**src/rtl/iu_pkg.sv**
```systemverilog
package iu_pkg;

    typedef enum logic [5:0] {
        FN_SLL   = 6'b000000,
        FN_SRL   = 6'b000010,
        FN_SRA   = 6'b000011,
        FN_SLLV  = 6'b000100,
        FN_SRLV  = 6'b000110,
        FN_SRAV  = 6'b000111,
        FN_LUI   = 6'b001111,
        FN_ADD   = 6'b100000,
        FN_ADDU  = 6'b100001,
        FN_SUB   = 6'b100010,
        FN_SUBU  = 6'b100011,
        FN_AND   = 6'b100100,
        FN_OR    = 6'b100101,
        FN_XOR   = 6'b100110,
        FN_NOR   = 6'b100111,
        FN_SLT   = 6'b101010,
        FN_SLTU  = 6'b101011
    } func_e;

    typedef enum logic [3:0] {
        K_ADD, K_SUB, K_AND, K_OR, K_XOR, K_NOR,
        K_SLT, K_SLTU, K_SHIFT, K_LUI, K_BAD
    } kind_e;

    typedef struct packed {
        kind_e kind;
        logic  trap;
        logic  ext_sign;
        logic  var_shift;
        logic  sh_left;
        logic  sh_arith;
    } decode_t;

endpackage

```
**src/rtl/iu_operand_sel.sv**
```systemverilog
module iu_operand_sel #(
    parameter int DATA_W = 32,
    parameter int IMM_W  = 16,
    parameter int SH_W   = 5
) (
    input  logic [DATA_W-1:0] rt_val,
    input  logic [SH_W-1:0]   rs_low,
    input  logic [SH_W-1:0]   shamt,
    input  logic [IMM_W-1:0]  imm,
    input  logic              imm_sel,
    input  logic              ext_sign,
    input  logic              var_shift,
    output logic [DATA_W-1:0] b_op,
    output logic [SH_W-1:0]   sh_amt,
    output logic [DATA_W-1:0] upper_val
);
    localparam int PAD_W = DATA_W - IMM_W;

    logic [DATA_W-1:0] imm_ext;

    always_comb begin
        imm_ext   = {{PAD_W{ext_sign & imm[IMM_W-1]}}, imm};
        b_op      = imm_sel ? imm_ext : rt_val;
        sh_amt    = var_shift ? rs_low : shamt;
        upper_val = {imm, {PAD_W{1'b0}}};
    end

endmodule

```
**src/rtl/iu_shifter.sv**
```systemverilog
module iu_shifter #(
    parameter int DATA_W = 32,
    parameter int SH_W   = 5
) (
    input  logic [DATA_W-1:0] din,
    input  logic [SH_W-1:0]   amt,
    input  logic              left,
    input  logic              arith,
    output logic [DATA_W-1:0] dout
);
    logic [DATA_W-1:0] stage [0:SH_W];
    logic              fill;

    assign fill     = arith & din[DATA_W-1];
    assign stage[0] = din;

    for (genvar i = 0; i < SH_W; i++) begin : g_stage
        localparam int STEP = 1 << i;
        logic [DATA_W-1:0] moved;
        always_comb begin
            if (left)
                moved = {stage[i][DATA_W-1-STEP:0], {STEP{1'b0}}};
            else
                moved = {{STEP{fill}}, stage[i][DATA_W-1:STEP]};
        end
        assign stage[i+1] = amt[i] ? moved : stage[i];
    end

    assign dout = stage[SH_W];

endmodule

```
**src/rtl/iu_addsub.sv**
```systemverilog
module iu_addsub #(
    parameter int DATA_W = 32
) (
    input  logic [DATA_W-1:0] a,
    input  logic [DATA_W-1:0] b,
    input  logic              sub,
    output logic [DATA_W-1:0] sum,
    output logic              ovf_raw,
    output logic              lt_s,
    output logic              lt_u
);
    logic [DATA_W-1:0] b_eff;

    always_comb begin
        b_eff   = sub ? ~b : b;
        sum     = a + b_eff + {{(DATA_W-1){1'b0}}, sub};
        ovf_raw = (a[DATA_W-1] == b_eff[DATA_W-1]) && (sum[DATA_W-1] != a[DATA_W-1]);
        lt_s    = $signed(a) < $signed(b);
        lt_u    = a < b;
    end

endmodule

```
**src/rtl/int_exec_unit.sv**
```systemverilog
module int_exec_unit
    import iu_pkg::*;
#(
    parameter int DATA_W = 32,
    parameter int IMM_W  = 16,
    localparam int SH_W  = $clog2(DATA_W)
) (
    input  logic              clk,
    input  logic              rst_n,
    input  logic [DATA_W-1:0] op_a,
    input  logic [DATA_W-1:0] op_b,
    input  logic [SH_W-1:0]   shamt,
    input  logic [5:0]        func,
    input  logic              imm_sel,
    input  logic [IMM_W-1:0]  imm,
    output logic [DATA_W-1:0] result,
    output logic              ovf,
    output logic              illegal
);
    typedef struct packed {
        logic [DATA_W-1:0] res;
        logic              ovf;
        logic              bad;
    } out_t;

    decode_t           dec;
    out_t              out_d, out_q;
    logic [DATA_W-1:0] b_op, upper_val, sh_out, sum;
    logic [SH_W-1:0]   sh_amt;
    logic              ovf_raw, lt_s, lt_u;

    // Decode: the legal set differs between register and immediate mode.
    always_comb begin
        dec           = '0;
        dec.kind      = K_BAD;
        dec.var_shift = func[2];
        dec.sh_left   = (func[1:0] == 2'b00);
        dec.sh_arith  = (func[1:0] == 2'b11);
        if (imm_sel) begin
            case (func)
                FN_ADD:  begin dec.kind = K_ADD;  dec.trap = 1'b1; dec.ext_sign = 1'b1; end
                FN_ADDU: begin dec.kind = K_ADD;  dec.ext_sign = 1'b1; end
                FN_AND:  dec.kind = K_AND;
                FN_OR:   dec.kind = K_OR;
                FN_XOR:  dec.kind = K_XOR;
                FN_SLT:  begin dec.kind = K_SLT;  dec.ext_sign = 1'b1; end
                FN_SLTU: begin dec.kind = K_SLTU; dec.ext_sign = 1'b1; end
                FN_LUI:  dec.kind = K_LUI;
                default: dec.kind = K_BAD;
            endcase
        end else begin
            case (func)
                FN_ADD:  begin dec.kind = K_ADD; dec.trap = 1'b1; end
                FN_ADDU: dec.kind = K_ADD;
                FN_SUB:  begin dec.kind = K_SUB; dec.trap = 1'b1; end
                FN_SUBU: dec.kind = K_SUB;
                FN_AND:  dec.kind = K_AND;
                FN_OR:   dec.kind = K_OR;
                FN_XOR:  dec.kind = K_XOR;
                FN_NOR:  dec.kind = K_NOR;
                FN_SLT:  dec.kind = K_SLT;
                FN_SLTU: dec.kind = K_SLTU;
                FN_SLL, FN_SRL, FN_SRA,
                FN_SLLV, FN_SRLV, FN_SRAV: dec.kind = K_SHIFT;
                default: dec.kind = K_BAD;
            endcase
        end
    end

    iu_operand_sel #(.DATA_W(DATA_W), .IMM_W(IMM_W), .SH_W(SH_W)) u_opsel (
        .rt_val    (op_b),
        .rs_low    (op_a[SH_W-1:0]),
        .shamt     (shamt),
        .imm       (imm),
        .imm_sel   (imm_sel),
        .ext_sign  (dec.ext_sign),
        .var_shift (dec.var_shift),
        .b_op      (b_op),
        .sh_amt    (sh_amt),
        .upper_val (upper_val)
    );

    iu_shifter #(.DATA_W(DATA_W), .SH_W(SH_W)) u_shift (
        .din   (op_b),
        .amt   (sh_amt),
        .left  (dec.sh_left),
        .arith (dec.sh_arith),
        .dout  (sh_out)
    );

    iu_addsub #(.DATA_W(DATA_W)) u_addsub (
        .a       (op_a),
        .b       (b_op),
        .sub     (dec.kind == K_SUB),
        .sum     (sum),
        .ovf_raw (ovf_raw),
        .lt_s    (lt_s),
        .lt_u    (lt_u)
    );

    // Next-value computation.
    always_comb begin
        out_d = '0;
        case (dec.kind)
            K_ADD, K_SUB: begin
                out_d.res = sum;
                out_d.ovf = dec.trap & ovf_raw;
            end
            K_AND:   out_d.res = op_a & b_op;
            K_OR:    out_d.res = op_a | b_op;
            K_XOR:   out_d.res = op_a ^ b_op;
            K_NOR:   out_d.res = ~(op_a | b_op);
            K_SLT:   out_d.res = {{(DATA_W-1){1'b0}}, lt_s};
            K_SLTU:  out_d.res = {{(DATA_W-1){1'b0}}, lt_u};
            K_SHIFT: out_d.res = sh_out;
            K_LUI:   out_d.res = upper_val;
            default: out_d.bad = 1'b1;
        endcase
    end

    always_ff @(posedge clk) begin
        if (!rst_n) out_q <= '0;
        else        out_q <= out_d;
    end

    assign result  = out_q.res;
    assign ovf     = out_q.ovf;
    assign illegal = out_q.bad;

    AST_ILLEGAL_CLEAN: assert property (@(posedge clk) disable iff (!rst_n)
        illegal |-> (result == '0) && !ovf);
    AST_PLAIN_NO_OVF: assert property (@(posedge clk) disable iff (!rst_n)
        (func == FN_ADDU || func == FN_SUBU) |=> !ovf);
    AST_OVF_TRAP_ONLY: assert property (@(posedge clk) disable iff (!rst_n)
        !(func == FN_ADD || func == FN_SUB) |=> !ovf);
    AST_SLT_BOOLEAN: assert property (@(posedge clk) disable iff (!rst_n)
        (func == FN_SLT || func == FN_SLTU) |=> (result[DATA_W-1:1] == '0) && !illegal);
    AST_UPPER_LOW_CLEAR: assert property (@(posedge clk) disable iff (!rst_n)
        (imm_sel && func == FN_LUI) |=> (result[IMM_W-1:0] == '0) && !ovf && !illegal);

endmodule

```
**config.mk**
```make
export PLATFORM = sky130hd
export DESIGN_NAME = int_exec_unit
export DESIGN_NICKNAME = d
export VERILOG_FILES = /design/src/rtl/iu_pkg.sv /design/src/rtl/iu_operand_sel.sv /design/src/rtl/iu_shifter.sv /design/src/rtl/iu_addsub.sv /design/src/rtl/int_exec_unit.sv
export SDC_FILE = /design/constraint.sdc
export NUM_CORES = 1
export LEC_CHECK = 0
export BUFFER_PORTS_ARGS = -buffer_cell sky130_fd_sc_hd__buf_2
export CAP_MARGIN = 15
export CORE_ASPECT_RATIO = 2
export CORE_MARGIN = 3
export CORE_UTILIZATION = 57
export CTS_CLUSTER_SIZE = 14
export DETAILED_ROUTE_END_ITERATION = 10
export GPL_TIMING_DRIVEN = 0
export PLACE_DENSITY = 0.78
export SYNTH_ARGS = -nofsm -noshare
export SYNTH_HDL_FRONTEND = slang
export SYNTH_SLANG_ARGS = --single-unit
```
**constraint.sdc**
```tcl
create_clock -name clk -period 6 [get_ports clk]
set_clock_uncertainty 0.2 [all_clocks]
set_input_delay 0.3 -clock clk [delete_from_list [all_inputs] [get_ports clk]]
set_output_delay 0.3 -clock clk [all_outputs]
set_load 0.02 [all_outputs]
```
==> results.yml, run 1 <==
placed_design:
  place_congestion: 1.24
  portBuffers: 123
  post-dp-hpwl_um: 46200
  post-place-ws_ns: 0.226
synth:
  synth.distinct_cells: 90
  synthesis.nets: 1737
  synthArstFlopShare: 0
  synth_edf_count: 0
  postSynthAreaPerCell_sq_um: 6.90
  yosys_warnings: 0
  syn_area_sq_um: 10400
  synthFlopType: "dfxtp_1"
  synth-seq-cells: 34
  ys_seq_area_frac: 0.0655
  syn_inst: 1506
clock_network:
  cts_sinks: 34
  cts_buffer_depth: 2
  cts_buffers: 5
  htreeDepth: 2
  clock-root-buffer: "clkbuf_16"
  cts_resized: 0
  post_cts_buffers: 0
  cts_hold_buf: 0
floorplanning:
  dieHeight_um: 197
  die_w_um: 101
  start_util: 0.582
  io_pins: 128
  num_rows: 69
global_route:
  grt_start_max_net_pins: 12
  grt_util_all_layers: 0.653
  grt_pass1_vias: 14900
  grt_pass1_wl_um: 98200
  grt-ovfl-total: 57
run_status:
  status: "did not finish"
  error: "[ERROR GRT-0116] Global routing finished with congestion. Check the congestion regions in the DRC Viewer."
  lastStage: "global routing (5_1_grt)"
==> cells in the mapped netlist (7+ instances only) <==
| cell type | n | area [sq um] |
|---|---|---|
| nand2b_1 | 12 | 75.1 |
| a221oi_1 | 21 | 184 |
| inv_1 | 87 | 327 |
| nor3_1 | 33 | 165 |
| clkbuf_1 | 51 | 191 |
| nand4_1 | 10 | 62.6 |
| a211oi_1 | 44 | 330 |
| mux4_2 | 10 | 225 |
| a22oi_1 | 14 | 105 |
| a21oi_1 | 147 | 736 |
| xor2_1 | 12 | 105 |
| and2_1 | 8 | 50.1 |
| xnor2_1 | 42 | 368 |
| a222oi_1 | 14 | 140 |
| or3_1 | 12 | 75.1 |
| a31oi_1 | 32 | 200 |
| buf_2 | 38 | 190 |
| o22ai_1 | 17 | 106 |
| o21a_1 | 16 | 120 |
| nor2_1 | 125 | 469 |
| ha_1 | 136 | 1700 |
| dfxtp_1 | 34 | 681 |
| nor3b_1 | 9 | 67.6 |
| and3_1 | 15 | 93.8 |
| nor2b_1 | 7 | 43.8 |
| nand3_1 | 27 | 135 |
| buf_1 | 15 | 56.3 |
| or3b_2 | 8 | 70.1 |
| o21ai_0 | 128 | 641 |
| a211o_1 | 9 | 78.8 |
| nand2_1 | 137 | 514 |
| a21o_1 | 22 | 165 |
| o211ai_1 | 28 | 210 |
| mux2_2 | 13 | 146 |
| o21bai_1 | 14 | 105 |
| mux2i_1 | 30 | 300 |
==> routing by layer <==
layer	GRT overflow	global-route usage
met5	0	0.0821
met4	27	0.699
met3	3	0.399
met2	27	0.868
met1	0	0.643
==> kinds of logic after synthesis <==
logic type               after synthesis  synth area share
AO/OA/AOI/OAI                        591             0.374
XOR/XNOR                              54            0.0455
adder cells (fa/ha/maj)              138             0.167
flip-flops                            34            0.0655
buffers and inverters                204            0.0835
multiplexers                          55            0.0681
AND/OR/NAND/NOR                      430             0.197
==> through the flow <==
| stage | std cells | util | hold slack (ns) | instance area, sq um |
|---|---|---|---|---|
| CTS | 1850 | 0.640 | 0.175 | 11400 |
| floorplan | 1506 | - | 0.228 | 10400 |
| detailed placement | 1842 | 0.631 | 0.467 | 11300 |
| global placement | 1842 | 0.631 | 0.468 | 11300 |
==> run 2, diff against run 1 <==
--- a/config.mk
+++ b/config.mk
@@ -7,13 +7,11 @@
 export LEC_CHECK = 0
 export BUFFER_PORTS_ARGS = -buffer_cell sky130_fd_sc_hd__buf_2
 export CAP_MARGIN = 15
-export CORE_ASPECT_RATIO = 2
 export CORE_MARGIN = 3
-export CORE_UTILIZATION = 57
-export CTS_CLUSTER_SIZE = 14
+export CORE_UTILIZATION = 40
 export DETAILED_ROUTE_END_ITERATION = 10
 export GPL_TIMING_DRIVEN = 0
-export PLACE_DENSITY = 0.78
+export PLACE_DENSITY_LB_ADDON = 0.15
 export SYNTH_ARGS = -nofsm -noshare
 export SYNTH_HDL_FRONTEND = slang
 export SYNTH_SLANG_ARGS = --single-unit
==> run 2 against run 1 <==
Net effect:
- the run now ends clean
- synthesized cell count unchanged
- synthesized area is the same
==> results.yml, run 2 <==
sta:
  slew_headroom: 0.106
  max_freq_ghz: 0.176
  worst_pin_slew_ns: 1.33
  period_minus_slack_ns: 5.67
  whs_ns: 0.159
  fin_crit_sh: 0.945
  rsz0062_at_grt: "false"
  setup_viol_count_final: 0
  tns_ns: 0
  timing_hold_violations_final: 0
  finalMaxSlewViolations: 0
clock_network:
  post_cts_buffers: 0
  cts_resized: 0
  cts_buffers: 5
  cts_sinks: 34
  cts_buffer_depth: 2
  clock-root-buffer: "clkbuf_16"
  cts_tree: "done"
  cts_hold_buf: 0
  htreeDepth: 2
  cts.clk_slew.worst_paths_ns: 0.05
floorplanning:
  num_rows: 58
  die_area_sq_um: 28000
  io_pins: 128
  coreArea_sq_um: 25300
  dieHeight_um: 167
  die_w_um: 167
  start_util: 0.410
synth:
  synth-seq-cells: 34
  synth_top_area_share: 0.164
  synthFlopType: "dfxtp_1"
  yosys_warnings: 0
  ys_seq_area_frac: 0.0655
  syn_area_sq_um: 10400
  syn_inst: 1506
  postSynthAreaPerCell_sq_um: 6.90
  synth_top_area_cell: "ha_1"
  synth_edf_count: 0
  synthTopCellsByArea: "ha_1, a21oi_1, dfxtp_1"
  synthesis.nets: 1737
  synthTopCellsByCount: "a21oi_1, nand2_1, ha_1"
  synth.distinct_cells: 90
  synthArstFlopShare: 0
  synthMostInstantiatedCell: "a21oi_1"
detailed_routing:
  ant_nets: 0
  drcViolationCount: 0
  drtIter0Drc: 2257
  vias: 13500
  routed_wl_um: 57700
  dr.pass1.iters: 7
  routedWlPerCell_um: 29.3
  via_per_inst: 6.84
placed_design:
  place_congestion: 1.07
  post-dp-hpwl_um: 46600
  portBuffers: 123
finish:
  nets: 1868
  fin_util: 0.457
  layout_common_cells: "buf_2, a21oi_1, nand2_1"
  register_area_sq_um: 681
  area_delta_synth_final_pct: 11.4
  final_layout_size_suffix_gt1_frac: 0.142
  largest_reg_flops: 32
  fillers: 2739
  layout_commonest_cell: "buf_2"
  multi_input_area_sq_um: 8850
setup_path:
  critPathLaunchType: "input port"
  crit_end: "result[12]$_SDFF_PN0_"
  cp_max_fo: 10
  crit_path_end_kind: "flip-flop"
  critPathRequiredTime_ns: 5.89
  crit_type: "input port to flip-flop"
  cp_data_arrival_time_ns: 5.56
  crit_path_start: "func[0]"
min_path:
  hp-class: "input port to flip-flop"
  hold_depth: 2
global_route:
  grt_start_max_net_pins: 11
  antenna_found_initial: 2
  grt-ovfl-total: 0
  grt_util_all_layers: 0.390
  grt_pass1_vias: 12100
  grt_pass1_wl_um: 83200
power_and_ir_drop:
  seqPwrFrac: 0.140
  leakagePower_nw: 4.99
  p_int_w: 0.000757
  vdd.ir_drop.worst_v: 0.000186
  p_sw_frac: 0.537
  power_switching_w: 0.000878
  power_density_nw_per_um2: 141
  power_frac_comb: 0.706
  pwr-share-clk: 0.154
flow_run:
  cap_violations: 0
run_status:
  status: "finished clean"
## run 2: power by group through the flow
stage	logic, W	clock network (W)	registers (W)
2_1_floorplan	0.000680	0	0.000238
3_3_place_gp	0.00110	0	0.000234
3_5_place_dp	0.00109	0	0.000234
4_1_cts	0.00109	0.000255	0.000229
5_1_grt	0.00122	0.000266	0.000229
6_report	0.00115	0.000252	0.000229
## run 2: final cells by class
type / instances / area share
Clock inverter: 1 / 0.000432
Sequential cell: 34 / 0.0588
Inverter: 90 / 0.0294
Clock buffer: 7 / 0.0123
Timing Repair Buffer: 124 / 0.0536
Multi-Input combinational cell: 1268 / 0.764
Tap cell: 330 / 0.0357
Antenna cell: 1 / 0.000216
Buffer: 114 / 0.0456
## run 2: stage by stage
step / total power (W) / cell area [sq um] / instances / setup slack (ns)
final: 0.00164 / 11600 / 1969 / 0.333
after detailed placement: 0.00132 / 11400 / 1960 / 0.218
after global placement: 0.00133 / 11400 / 1959 / 0.181
after global routing: 0.00171 / 11600 / 1968 / 0.111
after CTS: 0.00158 / 11600 / 1968 / 0.488
after floorplan: 0.000917 / 10400 / 1506 / 1.63
## run 2: worst min path at each step
| stage | startpoint | endpoint |
|---|---|---|
| floorplan | rst_n | illegal$_SDFF_PN0_ |
| global placement | rst_n | illegal$_SDFF_PN0_ |
| detailed placement | rst_n | result[13]$_SDFF_PN0_ |
| CTS | rst_n | result[13]$_SDFF_PN0_ |
| global route | rst_n | result[13]$_SDFF_PN0_ |
| finish | rst_n | result[13]$_SDFF_PN0_ |
## run 2: logic make-up after synthesis
| kind of cell | after synthesis | synth area share |
|---|---|---|
| and+or+nand+nor | 430 | 0.197 |
| adders and majority gates | 138 | 0.167 |
| AOI/OAI and AO/OA | 591 | 0.374 |
| buffers and inverters | 204 | 0.0835 |
| muxes | 55 | 0.0681 |
| xor gates and xnor gates | 54 | 0.0455 |
| DFF | 34 | 0.0655 |
## run 2: routing by layer
metal  track usage  up-vias  share of wire
met2         0.555     1028           0.40
met4         0.170        4          0.054
li1              -     5901              -
met3         0.108      196           0.13
met5        0.0226        -         0.0017
met1         0.546     6339           0.41
## run 2: critical path, cell delays in order
cell,delay [ns]
buf_2,0.08
buf_2,0.24
buf_2,0.29
o211ai_1,0.20
a21oi_1,0.36
and2_1,0.18
buf_2,0.22
buf_1,0.64
xnor2_1,0.24
fa_1,0.47
a211o_1,0.28
a21o_1,0.19
a21oi_1,0.37
nor3_1,0.10
nor2_1,0.17
o21bai_1,0.11
xor2_1,0.16
a222oi_1,0.67
o21ai_0,0.28
Power figures use the tool's default switching activity.
